--- src/rtl/lifecycle_ctrl.sv ---
module lifecycle_ctrl #(
  parameter int PW = 3
) (
  input  logic          clk,
  input  logic          rst_n,
  input  logic [PW-1:0] nv_phase_i,
  input  logic          nv_tk_void_i,
  input  logic          adv_req_i,
  input  logic [PW-1:0] adv_target_i,
  input  logic          key_ok_i,
  input  logic          term_req_i,
  output logic [PW-1:0] phase_o,
  output logic          tk_void_o,
  output logic          err_o,
  output logic          perm_full_mem_o,
  output logic          perm_os_patch_o,
  output logic          perm_file_struct_o,
  output logic          perm_personal_o,
  output logic          perm_use_o
);

  localparam logic [PW-1:0] P_TEST = PW'(0);
  localparam logic [PW-1:0] P_COMP = PW'(1);
  localparam logic [PW-1:0] P_PREP = PW'(2);
  localparam logic [PW-1:0] P_PERS = PW'(3);
  localparam logic [PW-1:0] P_USE  = PW'(4);
  localparam logic [PW-1:0] P_TERM = PW'(7);

  function automatic logic [PW-1:0] load_code(input logic [PW-1:0] c);
    return (c <= P_USE) ? c : P_TERM;
  endfunction

  function automatic logic [4:0] perms(input logic [PW-1:0] p, input logic a);
    return {p == P_TEST, (p == P_COMP) && a, (p == P_PREP) && a,
            p == P_PERS, p == P_USE};
  endfunction

  logic [PW-1:0] ph_q, ph_d, nxt, ld;
  logic          auth_q, auth_d, tk_q, tk_d, err_d;
  logic [4:0]    perm_q;

  assign nxt = ph_q + PW'(1);
  assign ld  = load_code(nv_phase_i);

  always_comb begin
    ph_d  = ph_q;
    tk_d  = tk_q;
    err_d = 1'b0;
    if (term_req_i) begin
      ph_d = P_TERM;
    end else if (adv_req_i) begin
      if (key_ok_i && adv_target_i == nxt && ph_q <= P_PERS) begin
        ph_d = nxt;
        if (ph_q == P_PREP) tk_d = 1'b1;
      end else begin
        err_d = 1'b1;
      end
    end
    if (ph_d != ph_q)
      auth_d = 1'b0;
    else if (key_ok_i && (ph_q == P_COMP || (ph_q == P_PREP && !tk_q)))
      auth_d = 1'b1;
    else
      auth_d = auth_q;
  end

  always_ff @(posedge clk) begin
    if (!rst_n) begin
      ph_q   <= ld;
      auth_q <= 1'b0;
      tk_q   <= nv_tk_void_i | (ld > P_PREP);
      err_o  <= 1'b0;
      perm_q <= perms(ld, 1'b0);
    end else begin
      ph_q   <= ph_d;
      auth_q <= auth_d;
      tk_q   <= tk_d;
      err_o  <= err_d;
      perm_q <= perms(ph_d, auth_d);
    end
  end

  assign phase_o   = ph_q;
  assign tk_void_o = tk_q;
  assign {perm_full_mem_o, perm_os_patch_o, perm_file_struct_o,
          perm_personal_o, perm_use_o} = perm_q;

endmodule

--- config.mk ---
export PLATFORM = sky130hd
export DESIGN_NAME = lifecycle_ctrl
export DESIGN_NICKNAME = d
export VERILOG_FILES = /design/src/rtl/lifecycle_ctrl.sv
export SDC_FILE = /design/constraint.sdc
export NUM_CORES = 1
export LEC_CHECK = 0
export CAP_MARGIN = 20
export CORE_UTILIZATION = 39
export DETAILED_ROUTE_END_ITERATION = 7
export HOLD_SLACK_MARGIN = 0.12
export PLACE_DENSITY_LB_ADDON = 0.2
export SLEW_MARGIN = 15
export SYNTH_ARGS = -nofsm -noshare
export SYNTH_HDL_FRONTEND = slang
export SYNTH_SLANG_ARGS = --single-unit
--- constraint.sdc ---
create_clock -name clk -period 2.6 [get_ports clk]
set_input_delay 0.39 -clock clk [delete_from_list [all_inputs] [get_ports clk]]
set_output_delay 0.39 -clock clk [all_outputs]
set_load 0.005 [all_outputs]
==> run_results.csv, run 1 <==
group,metric,value,unit
run_status,run_status,"complete, no violations",
die,initial_utilization,42.7,%
timing,slew_headroom,75.2,%
global_route,grt_first_pass_wirelength,2750,um
setup_path,timing.critical_path.from_type,"register",
cells_and_area,area_overhead_of_the_layout_relative_to_synthesis,46.0,%
logic_synthesis,synth-edff-count,1,
routing,vias,665,
clock_network,clkTransAtPathRegs,0.07,ns
place,placedCellCount,118,
place,placer_congestion_estimate,0.884,
cells_and_area,fin_nets,123,
clock_network,post_cts_buffers,0,
setup_path,path_max_fanout,6,
power_and_ir_drop,clock_power_share,28.2,%
timing,worst-slew-pin-transition,0.363,ns
global_route,grt_pass1_vias,631,
setup_path,worst_ep_arrival_time,2.67,ns
die,floorplan.die.width,42.8,um
global_route,grt_overflow,0,
cells_and_area,number_of_antenna_cells_inserted,0,
clock_network,clk-insertion-delay-late,0.27,ns
clock_network,clock_path_buffers,2,
routing,drtPass1Iterations,4,
logic_synthesis,synth_warnings,0,
clock_network,cts-htree-levels,1,
timing,rsz_0062_raised_after_global_routing,"no",
routing,drt_iter0_markers,17,
die,die-height,42.8,um
logic_synthesis,dominantRegCellSynth,"dfxtp_1",
cells_and_area,most-common-layout-cells,"21 x clkdlybuf4s50_1, 10 x dfxtp_1, 8 x nand2_1",
timing,holdWs,0.499,ns
logic_synthesis,synth_area_leaders,"dfxtp_1 31%, ha_1 7.7%, a21oi_1 4.6%, edfxtp_1 4.6%, nand2_1 4.6%",
place,dpl.hpwl,1330,um
cells_and_area,final_util,62.3,%
clock_network,num_cts_buffers,3,
clock_network,clockRootBuffer,"clkbuf_4",
routing,drcViolationCount,0,
global_route,initial_antenna_violation_count,0,
clock_network,tritoncts_clock_tree,"done",
cells_and_area,layout_commonest_cell,"clkdlybuf4s50_1",
setup_path,critPathRequiredTime,2.77,ns
global_route,grt_busiest_layer,"met2",
cells_and_area,drive_gt1_share,13.2,%
routing,vias_per_cell,5.45,
power_and_ir_drop,power_frac_comb,29.1,%
timing,final_hold_fails,0,
run,max_cap_violations,0,
die,boundaryPins,22,
logic_synthesis,syn-instance-count,76,
setup_path,timing.setup.critical_path_class,"register to register",
logic_synthesis,syn-num-nets,92,
timing,min_period_over_period,96.4,%
logic_synthesis,synth.yosys.seq_area_share,35.4,%
power_and_ir_drop,peakVddDrop,0.254,mV
logic_synthesis,top_cell_type_s_share_of_synthesized_area,30.8,%
die,die-area,1840,sq um
place,place.port_buffers,21,
logic_synthesis,synth.avg_cell_area,8.56,sq um
clock_network,postCtsResizedCells,0,
logic_synthesis,post-synth-top-area-cell,"dfxtp_1",
clock_network,hold_buffers,0,
power_and_ir_drop,power.density_cell_area,451,nW/um^2
clock_network,numClockSinks,11,
die,core.rowCount,14,
power_and_ir_drop,leakage,0.377,nW
setup_path,end_of_the_worst_register_to_register_path,"perm_q[1]",
power_and_ir_drop,total_power,428,uW
timing,fin_setup_tns,0,ns
routing,post_drt_wl_per_cell,14.1,um
cells_and_area,final_cell_count_no_fill,122,
global_route,gr-usage-met1,26.0,%
power_and_ir_drop,internal-power,302,uW
hold_path,min_from,"auth_q",
power_and_ir_drop,switching_power,126,uW
setup_path,reg2reg_slack,0.09,ns
global_route,grt_max_degree,10,
setup_path,setup.worst_path.end_class,"register",
logic_synthesis,synthArstFlopShare,0,%
logic_synthesis,netlist_area,651,sq um
die,placeableCoreArea,1520,sq um
timing,finalCriticalPeriod,2.51,ns
hold_path,worst_hold_path.num_cells,2,
power_and_ir_drop,swShare,29.4,%
timing,clock_skew,0.00329,ns
timing,finalSetupViolations,0,
routing,drt_antenna_net_count,0,
global_route,grtUsageTotal,20.3,%
global_route,grt_util_met3,2.55,%
hold_path,hold_path.class,"register to register",
timing,finalMaxSlewViolations,0,
routing,routed_wl,1720,um
power_and_ir_drop,seq_power_share,42.8,%
logic_synthesis,synth_cell_type_count,32,
hold_path,timing.hold.worst_endpoint,"auth_q",
global_route,use_met2,31.8,%
setup_path,r2r_cells,7,
timing,maximum_clock_rate,399,MHz
setup_path,timing.rr.start,"phase_o[0]",
logic_synthesis,ys_seq_elements,11,
-- cell type report --
class	count	area [sq um]
fillers	139	574
multi-input cells	56	384
repair buffers	28	263
flip-flops and latches	11	230
clock buffers	4	26.3
inverters	7	26.3
well taps	16	20.0
-- cells by family (layout without fill, tap and decap cells) --
| family | Yosys count | in the layout | synth area share (%) |
|---|---|---|---|
| AND/OR/NAND/NOR | 27 | 27 | 21.4 |
| AO/OA/AOI/OAI | 22 | 22 | 26.0 |
| flip-flops | 11 | 11 | 35.4 |
| buffers and inverters | 9 | 39 | 5.58 |
| adder cells (fa/ha/maj) | 4 | 4 | 7.69 |
| XOR/XNOR | 3 | 3 | 4.04 |
-- cells in the mapped netlist, drive strengths merged, types with 2 or more instances --
library cell  number
o31ai              2
inv                7
nand3              2
ha                 4
a211oi             2
nor2               7
dfxtp             10
buf                2
o21ai              3
a21oi              7
xnor2              3
o31a               2
nand2              8
-- state kept, by name, indices dropped and copies added (netlist names) --
register   flops
phase_o        3
err_o          1
perm_q         5
auth_q         1
tk_void_o      1
-- worst max path at each step --
stage | endpoint | startpoint | slack (ns) | cells past startpoint
floorplan | perm_q[1] | phase_o[0] | 0.07 | 9
global placement | perm_q[1] | phase_o[0] | 0.13 | 8
detailed placement | perm_q[1] | phase_o[0] | 0.13 | 8
CTS | perm_q[1] | phase_o[0] | 0.11 | 8
global route | perm_q[1] | phase_o[0] | 0.001 | 8
finish | perm_q[1] | phase_o[0] | 0.09 | 7
-- per-layer routing --
layer,up-vias,part of all wire [%]
met5,-,0
met2,18,47
met1,308,47
met3,4,4.2
met4,0,1.7
li1,335,-
-- critical path, cell delays in order (launching register included) --
cell	delay [ns]
dfxtp_1	0.36
ha_1	0.22
ha_1	0.32
xnor2_1	0.17
or4_1	0.56
o21bai_4	0.23
a311o_1	0.40
and3_1	0.15
-- power groups by stage --
stage	sequential, mW	clock, mW	combinational [mW]
final	0.183	0.121	0.124
after global routing	0.184	0.128	0.133
after CTS	0.183	0.121	0.123
after detailed placement	0.187	0	0.122
after global placement	0.187	0	0.122
after floorplan	0.189	0	0.0602
-- stage by stage --
step,setup WS (ns),instance area [sq um]
CTS,0.110,950
detailed placement,0.127,923
finish,0.0943,950
global placement,0.133,923
floorplan,0.0694,651
global route,0.00107,950
Note: power is estimated with default switching activity, not from simulation.
==> run 2: changes to the inputs <==
- SETUP_SLACK_MARGIN: not set -> 0.1
==> run 2 against run 1 <==
Effect of this change: global-route usage down 0.42 points; via count unchanged; largest cell class unchanged; critical path type unchanged; register-to-register slack better by 0.10 ns.
==> run_results.csv, run 2 (synthesized netlist as in run 1, its figures left out) <==
group,metric,value,unit
cells_and_area,register_name_with_the_most_flops,"perm_q",
place,place.port_buffers,21,
clock_network,clkTransAtPathRegs,0.07,ns
cells_and_area,largest_register_ffs,5,
run_status,run_status,"complete, no violations",
cells_and_area,number_of_antenna_cells_inserted,0,
setup_path,end_of_the_worst_register_to_register_path,"perm_q[1]",
setup_path,r2r_cells,8,
setup_path,timing.setup.critical_path_class,"register to register",
cells_and_area,most-common-layout-cells,"21 x clkdlybuf4s50_1, 8 x nand2_1, 8 x dfxtp_1",
place,placer_congestion_estimate,0.919,
routing,drtPass1Iterations,4,
setup_path,worst_ep_arrival_time,2.62,ns
place,dpl.hpwl,1250,um
setup_path,setup.worst_path.end_class,"register",
clock_network,clockRootBuffer,"clkbuf_4",
routing,post_drt_wl_per_cell,13.2,um
routing,drt_antenna_net_count,0,
timing,slew_headroom,74.4,%
timing,holdWs,0.519,ns
global_route,grt_first_pass_wirelength,2640,um
cells_and_area,area_of_all_placed_cells_without_fillers,976,sq um
timing,fin_setup_tns,0,ns
place,dpl_cell_area,916,sq um
place,pre_cts_ws,0.0293,ns
timing,rsz_0062_raised_after_global_routing,"no",
setup_path,cp_num_buf_inv,1,
die,boundaryPins,22,
global_route,grt_max_degree,7,
global_route,grt_pass1_vias,636,
hold_path,hold_path.class,"register to register",
die,die-area,1840,sq um
setup_path,timing.critical_path.from_type,"register",
die,core.rowCount,14,
power_and_ir_drop,leakage,0.383,nW
die,initial_utilization,42.7,%
cells_and_area,fin_nets,123,
clock_network,tritoncts_clock_tree,"done",
setup_path,path_max_fanout,5,
setup_path,worst_path_max_delay_cell,"or4_4",
clock_network,clk-insertion-delay-late,0.27,ns
timing,finalSetupViolations,0,
global_route,initial_antenna_violation_count,0,
timing,finalCriticalPeriod,2.41,ns
timing,maximum_clock_rate,416,MHz
timing,final_ws_setup,0.195,ns
setup_path,cpPeakStageDelay,0.55,ns
power_and_ir_drop,power.density_cell_area,444,nW/um^2
setup_path,critPathRequiredTime,2.81,ns
cells_and_area,drive_gt1_share,17.9,%
routing,vias,665,
power_and_ir_drop,peakVddDrop,0.337,mV
routing,drt_iter0_markers,13,
die,floorplan.die.width,42.8,um
hold_path,worst_hold_path.num_cells,2,
setup_path,timing.rr.start,"phase_o[0]",
global_route,grtUsageTotal,19.9,%
run,max_cap_violations,0,
cells_and_area,multi_input_area,408,sq um
timing,worst-slew-pin-transition,0.374,ns
clock_network,num_cts_buffers,3,
setup_path,critPathTopFamily,"simple AND/OR/NAND/NOR gates",
timing,min_period_over_period,92.5,%
timing,final_hold_fails,0,
setup_path,reg2reg_slack,0.19,ns
clock_network,cts-htree-levels,1,
setup_path,cell_by_cell_listing_of_the_critical_path,"ha_1, ha_4, xnor2_2, or4_4, buf_4, o31a_1, a21oi_2, and3_1",
routing,drcViolationCount,0,
die,placeableCoreArea,1520,sq um
cells_and_area,area_overhead_of_the_layout_relative_to_synthesis,50.0,%
global_route,grt_overflow,0,
timing,finalMaxSlewViolations,0,
routing,routed_wl,1620,um
clock_network,clock_path_buffers,2,
clock_network,numClockSinks,11,
place,placedCellCount,117,
cells_and_area,seq_area,233,sq um
cells_and_area,fillerInstances,134,
hold_path,min_from,"auth_q",
timing,clock_skew,0.00409,ns
hold_path,timing.hold.worst_endpoint,"auth_q",
routing,vias_per_cell,5.45,
cells_and_area,final_cell_count_no_fill,122,
die,die-height,42.8,um
cells_and_area,layout_commonest_cell,"clkdlybuf4s50_1",
-- run 2: cell counts in the layout (fill, tap and decap cells not counted) --
No cell type changed its count.
-- run 2: repair_timing --
item,4_1_cts,5_1_grt
hold buffers,0,0
pin swaps,2,1
setup endpoints to repair,3,5
resized for setup,2,3
gates cloned,0,0
buffers inserted,1,0
-- run 2: layer usage --
layer  track usage [%]  vias to the layer above  share of wire [%]
met5                 0                        -                  0
met4              5.63                        0                1.2
met3              10.6                        2                7.5
met2              31.8                       18                 47
met1              22.7                      310                 45
li1                  -                      335                  -
-- run 2: area by class of cell --
type                            instances  area share (%)
Clock buffer                            4            2.69
Inverter                                7            2.69
Multi-Input combinational cell         56            41.8
Sequential cell                        11            23.8
Tap cell                               16            2.05
Timing Repair Buffer                   28            26.9
-- run 2: how the worst max path moves through the flow --
stage / from / to / slack, ns / depth (start not counted)
2_1_floorplan: phase_o[0] / perm_q[1] / 0.11 / 9
3_3_place_gp: phase_o[2] / perm_q[1] / 0.10 / 8
3_5_place_dp: phase_o[2] / perm_q[1] / 0.03 / 8
4_1_cts: phase_o[0] / perm_q[1] / 0.12 / 8
5_1_grt: phase_o[2] / perm_q[1] / 0.1 / 8
6_report: phase_o[0] / perm_q[1] / 0.19 / 8
-- run 2: worst min-delay path, cell delays in order, from the launching register on --
cell     delay (ns)
dfxtp_1        0.31
nand4_1        0.08
o21ai_0        0.07
-- run 2: per-stage QoR --
step | utilization (%) | total power, mW
floorplan | - | 0.250
CTS | 62.6 | 0.426
global placement | 60.1 | 0.306
detailed placement | 60.1 | 0.306
finish | 64.0 | 0.433
global route | 64.0 | 0.460
-- run 2: where the power goes --
part           switching (mW)  internal (mW)
Clock                  0.0549         0.0595
Combinational          0.0619         0.0721
Sequential            0.00554          0.180
==> run 3: changes to the inputs <==
- CORE_MARGIN: not set -> 1
==> results of run 3 <==
The final DEF is identical to that of run 2; final timing and power are the same.
